===== src/rtl/irq_chain_pkg.sv =====
package irq_chain_pkg;

  // Identifier returned by chain cell idx; zero is kept for "nobody answered".
  function automatic logic [31:0] cell_vector(input int unsigned base, input int unsigned idx);
    return 32'(base + idx);
  endfunction

endpackage


===== src/rtl/irq_ack_seq.sv =====
// Tracks the phase of the processor acknowledge: its first cycle and the
// cycle after it ends. The cells use these to freeze and release their claims.
module irq_ack_seq (
  input  logic clk,
  input  logic rst_n,
  input  logic ack_in,
  output logic ack_first,
  output logic ack_last
);
  logic ack_q;

  always_ff @(posedge clk) begin
    if (!rst_n) ack_q <= 1'b0;
    else        ack_q <= ack_in;
  end

  assign ack_first = ack_in & ~ack_q;
  assign ack_last  = ~ack_in & ack_q;
endmodule


===== src/rtl/irq_cell.sv =====
// One link of the chain: request latch, acknowledge block/pass and vector drive.
module irq_cell #(
  parameter int unsigned        VEC_W    = 8,
  parameter logic [VEC_W-1:0]   CELL_VEC = '0
) (
  input  logic             clk,
  input  logic             rst_n,
  input  logic             dev_set,
  input  logic             ack_first,
  input  logic             ack_last,
  input  logic             ack_in,
  output logic             ack_out,
  output logic             req_out,
  output logic [VEC_W-1:0] vec_out
);
  logic pend_q;
  logic hold_q;
  logic win_q;
  logic block;
  logic win;

  // In the first cycle the live request decides; afterwards the snapshot does.
  assign block   = ack_first ? pend_q : hold_q;
  assign ack_out = ack_in & ~block;
  assign win     = ack_in & block;
  assign vec_out = win ? CELL_VEC : '0;
  assign req_out = pend_q;

  always_ff @(posedge clk) begin
    if (!rst_n) begin
      pend_q <= 1'b0;
      hold_q <= 1'b0;
      win_q  <= 1'b0;
    end else begin
      if (dev_set)                pend_q <= 1'b1;
      else if (ack_last && win_q) pend_q <= 1'b0;

      if (ack_first)     hold_q <= pend_q;
      else if (ack_last) hold_q <= 1'b0;

      win_q <= win;
    end
  end
endmodule


===== src/rtl/irq_vec_merge.sv =====
// OR-combines the per-cell vector words and registers the result together
// with the chain-tail flag.
module irq_vec_merge #(
  parameter int unsigned N_CELLS = 8,
  parameter int unsigned VEC_W   = 8
) (
  input  logic                          clk,
  input  logic                          rst_n,
  input  logic [N_CELLS-1:0][VEC_W-1:0] cell_vec,
  input  logic                          tail_ack,
  output logic [VEC_W-1:0]              vec_q,
  output logic                          spur_q
);
  logic [N_CELLS:0][VEC_W-1:0] acc;

  assign acc[0] = '0;
  for (genvar i = 0; i < N_CELLS; i++) begin : g_or
    assign acc[i+1] = acc[i] | cell_vec[i];
  end

  always_ff @(posedge clk) begin
    if (!rst_n) begin
      vec_q  <= '0;
      spur_q <= 1'b0;
    end else begin
      vec_q  <= acc[N_CELLS];
      spur_q <= tail_ack;
    end
  end
endmodule


===== src/rtl/irq_daisy_chain.sv =====
module irq_daisy_chain #(
  parameter int unsigned N_CELLS  = 8,
  parameter int unsigned VEC_W    = 8,
  parameter int unsigned VEC_BASE = 32
) (
  input  logic               clk,
  input  logic               rst_n,
  input  logic [N_CELLS-1:0] dev_req,
  output logic               irq_out,
  input  logic               ack_in,
  output logic [VEC_W-1:0]   vec_out,
  output logic               spurious_out
);
  import irq_chain_pkg::*;

  logic                          ack_first;
  logic                          ack_last;
  logic [N_CELLS:0]              chain;
  logic [N_CELLS-1:0]            pend;
  logic [N_CELLS-1:0][VEC_W-1:0] cell_vec;

  irq_ack_seq u_seq (
    .clk       (clk),
    .rst_n     (rst_n),
    .ack_in    (ack_in),
    .ack_first (ack_first),
    .ack_last  (ack_last)
  );

  assign chain[0] = ack_in;

  for (genvar i = 0; i < N_CELLS; i++) begin : g_cell
    localparam logic [VEC_W-1:0] VEC_I = VEC_W'(cell_vector(VEC_BASE, i));
    irq_cell #(
      .VEC_W    (VEC_W),
      .CELL_VEC (VEC_I)
    ) u_cell (
      .clk       (clk),
      .rst_n     (rst_n),
      .dev_set   (dev_req[i]),
      .ack_first (ack_first),
      .ack_last  (ack_last),
      .ack_in    (chain[i]),
      .ack_out   (chain[i+1]),
      .req_out   (pend[i]),
      .vec_out   (cell_vec[i])
    );
  end

  assign irq_out = |pend;

  irq_vec_merge #(
    .N_CELLS (N_CELLS),
    .VEC_W   (VEC_W)
  ) u_merge (
    .clk      (clk),
    .rst_n    (rst_n),
    .cell_vec (cell_vec),
    .tail_ack (chain[N_CELLS]),
    .vec_q    (vec_out),
    .spur_q   (spurious_out)
  );
endmodule


===== config.mk =====
export PLATFORM = sky130hd
export DESIGN_NAME = irq_daisy_chain
export DESIGN_NICKNAME = d
export VERILOG_FILES = /design/src/rtl/irq_chain_pkg.sv /design/src/rtl/irq_ack_seq.sv /design/src/rtl/irq_cell.sv /design/src/rtl/irq_vec_merge.sv /design/src/rtl/irq_daisy_chain.sv
export SDC_FILE = /design/constraint.sdc
export NUM_CORES = 1
export LEC_CHECK = 0
export CAP_MARGIN = 20
export CORE_ASPECT_RATIO = 1.25
export CORE_MARGIN = 4
export CORE_UTILIZATION = 55
export DETAILED_ROUTE_END_ITERATION = 7
export GPL_ROUTABILITY_DRIVEN = 1
export GPL_TIMING_DRIVEN = 0
export PLACE_DENSITY_LB_ADDON = 0.12
export SYNTH_ARGS = -nofsm -noshare
export SYNTH_HDL_FRONTEND = slang
export SYNTH_SLANG_ARGS = --single-unit

===== constraint.sdc =====
create_clock -name clk -period 2.87 [get_ports clk]
set_input_delay 0.574 -clock clk [delete_from_list [all_inputs] [get_ports clk]]
set_output_delay 0.574 -clock clk [all_outputs]
set_load 0.005 [all_outputs]

==> impl_results.rst <==
.. list-table::
   :header-rows: 1

   * - Metric
     - Value
   * - Worst Path Required
     - 2.30 ns
   * - Most frequently used flop master after synthesis
     - dfxtp_1
   * - Minimum clock period
     - 2.73 ns
   * - Status
     - complete, no violations
   * - Via density per instance
     - 5.29
   * - Share of async-settable or async-resettable flops after synthesis
     - 0%
   * - Initial core utilization
     - 57.5%
   * - Number of synthesized flops with an enable pin
     - 0
   * - Share of the clock period used by the worst path
     - 95.2%
   * - Hold/Removal Path Class
     - flip-flop to flip-flop
   * - Element type at the critical path end
     - output port
   * - CTS tree
     - yes
   * - Final weighted congestion in routability-driven placement
     - 0.830
   * - Most frequent cells in the layout
     - 30 x dfxtp_1, 27 x nand2_1, 16 x clkdlybuf4s50_1, 15 x a21oi_1, 10 x o21ai_0
   * - Slew Limit Fails
     - 0
   * - Post-CTS setup-driven buffer insertion count
     - 0
   * - Setup violations, final
     - 0
   * - Count of pins on the block boundary
     - 21
   * - Total overflow reported by the global router
     - 0
   * - Cell types with the largest area share after synthesis
     - dfxtp_1 47%, nand2_1 8.0%, a21oi_1 5.9%, nor2b_1 4.4%, and2_1 3.9%
   * - Area delta synth->final
     - 21.3%
   * - Initial DRT Pass Iterations
     - 4
   * - Critical path data arrival time
     - 2.16 ns
   * - Number of global-route vias before repair
     - 1032
   * - Horiz. Die Dim
     - 51 um
   * - LEAKAGE
     - 0.600 nW
   * - Input/output buffers
     - 16
   * - Deepest clock path buffer count
     - 2
   * - Max Cap Violations
     - 0
   * - Number of H-tree branching levels
     - 2
   * - Number of unique standard cell types used by synthesis
     - 31
   * - Number of placed cells counting well taps
     - 201
   * - Worst VDD drop
     - 0.398 mV
   * - Post-route ant nets
     - 0
   * - Setup crit start kind
     - flip-flop
   * - Area used by sequential logic in the layout
     - 601 um^2
   * - All-Layer GR Usage
     - 19.2%
   * - Summed negative setup slack over all endpoints
     - 0 ns
   * - Cell-by-cell listing of the critical path
     - or4_1 > or3b_2 > clkdlybuf4s50_1
   * - DRC violation total after the first TritonRoute iteration
     - 31
   * - Sequential cell area fraction in the yosys report
     - 47.2%
   * - Slowest library cell on the worst path
     - or4_1
   * - HPWL after DPL
     - 1970 um
   * - Unrepaired setup endpoints after global routing
     - false
   * - Total CTS buffers
     - 5
   * - CTS root buffer
     - clkbuf_4
   * - Post-synthesis register bit count
     - 30
   * - DRC violation count after routing
     - 0
   * - Initial antenna violation count
     - 0
   * - Top cell type by total area after synthesis
     - dfxtp_1
   * - Routed length per instance
     - 12.5 um
   * - Final Routed Wirelength
     - 2620 um
   * - Layout fillers
     - 201
   * - Max Fanout on Critical Path
     - 5
   * - Clock insertion delay at the later pin of the skew report
     - 0.33 ns
   * - Skew final
     - 0.00300 ns
   * - Critical path start-end classification
     - flip-flop to output port
   * - Clock-pin transition on the worst setup and hold timing paths
     - 0.09 ns
   * - Worst path top cell family by delay
     - simple AND/OR/NAND/NOR gates
   * - Number of warning messages in the yosys log
     - 0
   * - Proportion of layout cells with a drive suffix above 1
     - 8.99%
   * - Maximum clock frequency
     - 0.366 GHz
   * - Die Ht
     - 61.8 um
   * - Combined area of all synthesized cells
     - 0.00127 mm^2
   * - Power density over the cells
     - 529 mW/mm^2
   * - Net count of the finished layout
     - 190
   * - Number of gates resized after CTS
     - 0
   * - Routed vias
     - 1106
   * - Rows
     - 19
   * - Most frequent standard cell in the layout excluding fill and tap cells
     - dfxtp_1
   * - Final count of hold timing violations
     - 0
   * - Share of the synthesized area in the top cell type
     - 47.2%
   * - First-pass GRT wire length
     - 4310 um
   * - Final Non-Filler Cells
     - 209
   * - Worst path bufs/invs
     - 1
   * - Number of sinks driven by the clock tree
     - 30
   * - Overall die area
     - 0.00315 mm^2
   * - Maximum number of pins on one net before global-route repair
     - 11
   * - Largest stage delay on the critical path
     - 0.55 ns
   * - CTS Hold Bufs
     - 0
   * - Post-Syn Instances
     - 151
   * - Core ar.
     - 0.00221 mm^2
   * - Total inserted antenna cells
     - 0
   * - Post-synthesis area per instance
     - 8.42 um^2
   * - Area of combinational cells with multiple inputs
     - 607 um^2
==> per-stage QoR <==
| stage | setup WS (ns) | hold WS, ns | util (%) | power (mW) | instance area (um^2) |
|---|---|---|---|---|---|
| after global routing | 0.0485 | 0.564 | 69.7 | 0.855 | 1540 |
| after detailed placement | 0.172 | 0.509 | 67.0 | 0.565 | 1480 |
| after floorplan | 0.764 | 0.473 | - | 0.521 | 1280 |
| final | 0.139 | 0.521 | 69.7 | 0.816 | 1540 |
| after global placement | 0.207 | 0.507 | 67.0 | 0.562 | 1480 |
| after CTS | 0.131 | 0.521 | 69.7 | 0.823 | 1540 |
==> worst min-delay path, cell delays in order (launching register included) <==
cell	delay, ns
dfxtp_1	0.35
nand2b_1	0.08
a21oi_1	0.06
==> per-layer routing <==
metal | track usage [%] | share of wire, % | up-vias
met1 | 21.0 | 43 | 496
met5 | 0 | 0 | -
li1 | - | - | 558
met2 | 30.4 | 46 | 43
met4 | 15.8 | 3.1 | 0
met3 | 6.44 | 7.1 | 9
==> layout make-up <==
| cell class | count | share of cell area [%] |
|---|---|---|
| inverter | 5 | 1.22 |
| tap | 31 | 2.52 |
| buffer | 10 | 3.65 |
| multi-input combinational | 109 | 39.4 |
| timing repair buffer | 16 | 10.4 |
| sequential | 30 | 39.0 |
| clock buffer | 7 | 3.57 |
| clock inverter | 1 | 0.325 |
==> report_power, final <==
group	total [mW]	internal, mW	switching, mW
Combinational	0.106	0.0534	0.0523
Clock	0.259	0.118	0.140
Sequential	0.451	0.435	0.0164
==> logic make-up (layout without fill, tap and decap cells) <==
logic type / after synthesis / in the layout / share of synthesized area, %
flops: 30 / 30 / 47.2
mux: 1 / 1 / 0.787
simple gates: 69 / 69 / 29.0
buf+inv: 15 / 39 / 5.91
fa+ha+maj: 2 / 2 / 1.97
other cells: 1 / 4 / 0.295
compound gates: 33 / 33 / 14.8
==> final timing paths <==
| check | endpoint | slack [ns] | from | cells past startpoint |
|---|---|---|---|---|
| hold reg to reg | g_cell[2].u_cell.win_q$_SDFF_PN0_ | 0.52 | g_cell[2].u_cell.hold_q$_SDFFE_PN0P_ | 2 |
| hold / removal | g_cell[2].u_cell.win_q$_SDFF_PN0_ | 0.52 | g_cell[2].u_cell.hold_q$_SDFFE_PN0P_ | 2 |
| setup / recovery | irq_out | 0.14 | g_cell[1].u_cell.req_out$_SDFFE_PN0P_ | 3 |
| setup reg to reg | u_merge.vec_q[0]$_SDFF_PN0_ | 0.89 | u_seq.ack_q$_SDFF_PN0_ | 7 |
==> flip-flops by register name (all words and copies together) (netlist names) <==
| register | count |
|---|---|
| u_merge.spur_q | 1 |
| g_cell.u_cell.req_out | 8 |
| u_seq.ack_q | 1 |
| u_merge.vec_q | 4 |
| g_cell.u_cell.win_q | 8 |
| g_cell.u_cell.hold_q | 8 |
==> Yosys cell counts (all sizes together) (2+ instances only) <==
cell    number
o21ai       10
clkbuf       5
nand3b       2
nor3         3
dfxtp       30
inv          5
nand2       27
nand2b       3
nor2b        9
nor2         6
or4          3
or3b         4
ha           2
buf          5
a21oi       15
and2         8
a31oi        2
(Power assumes the default switching activity.)
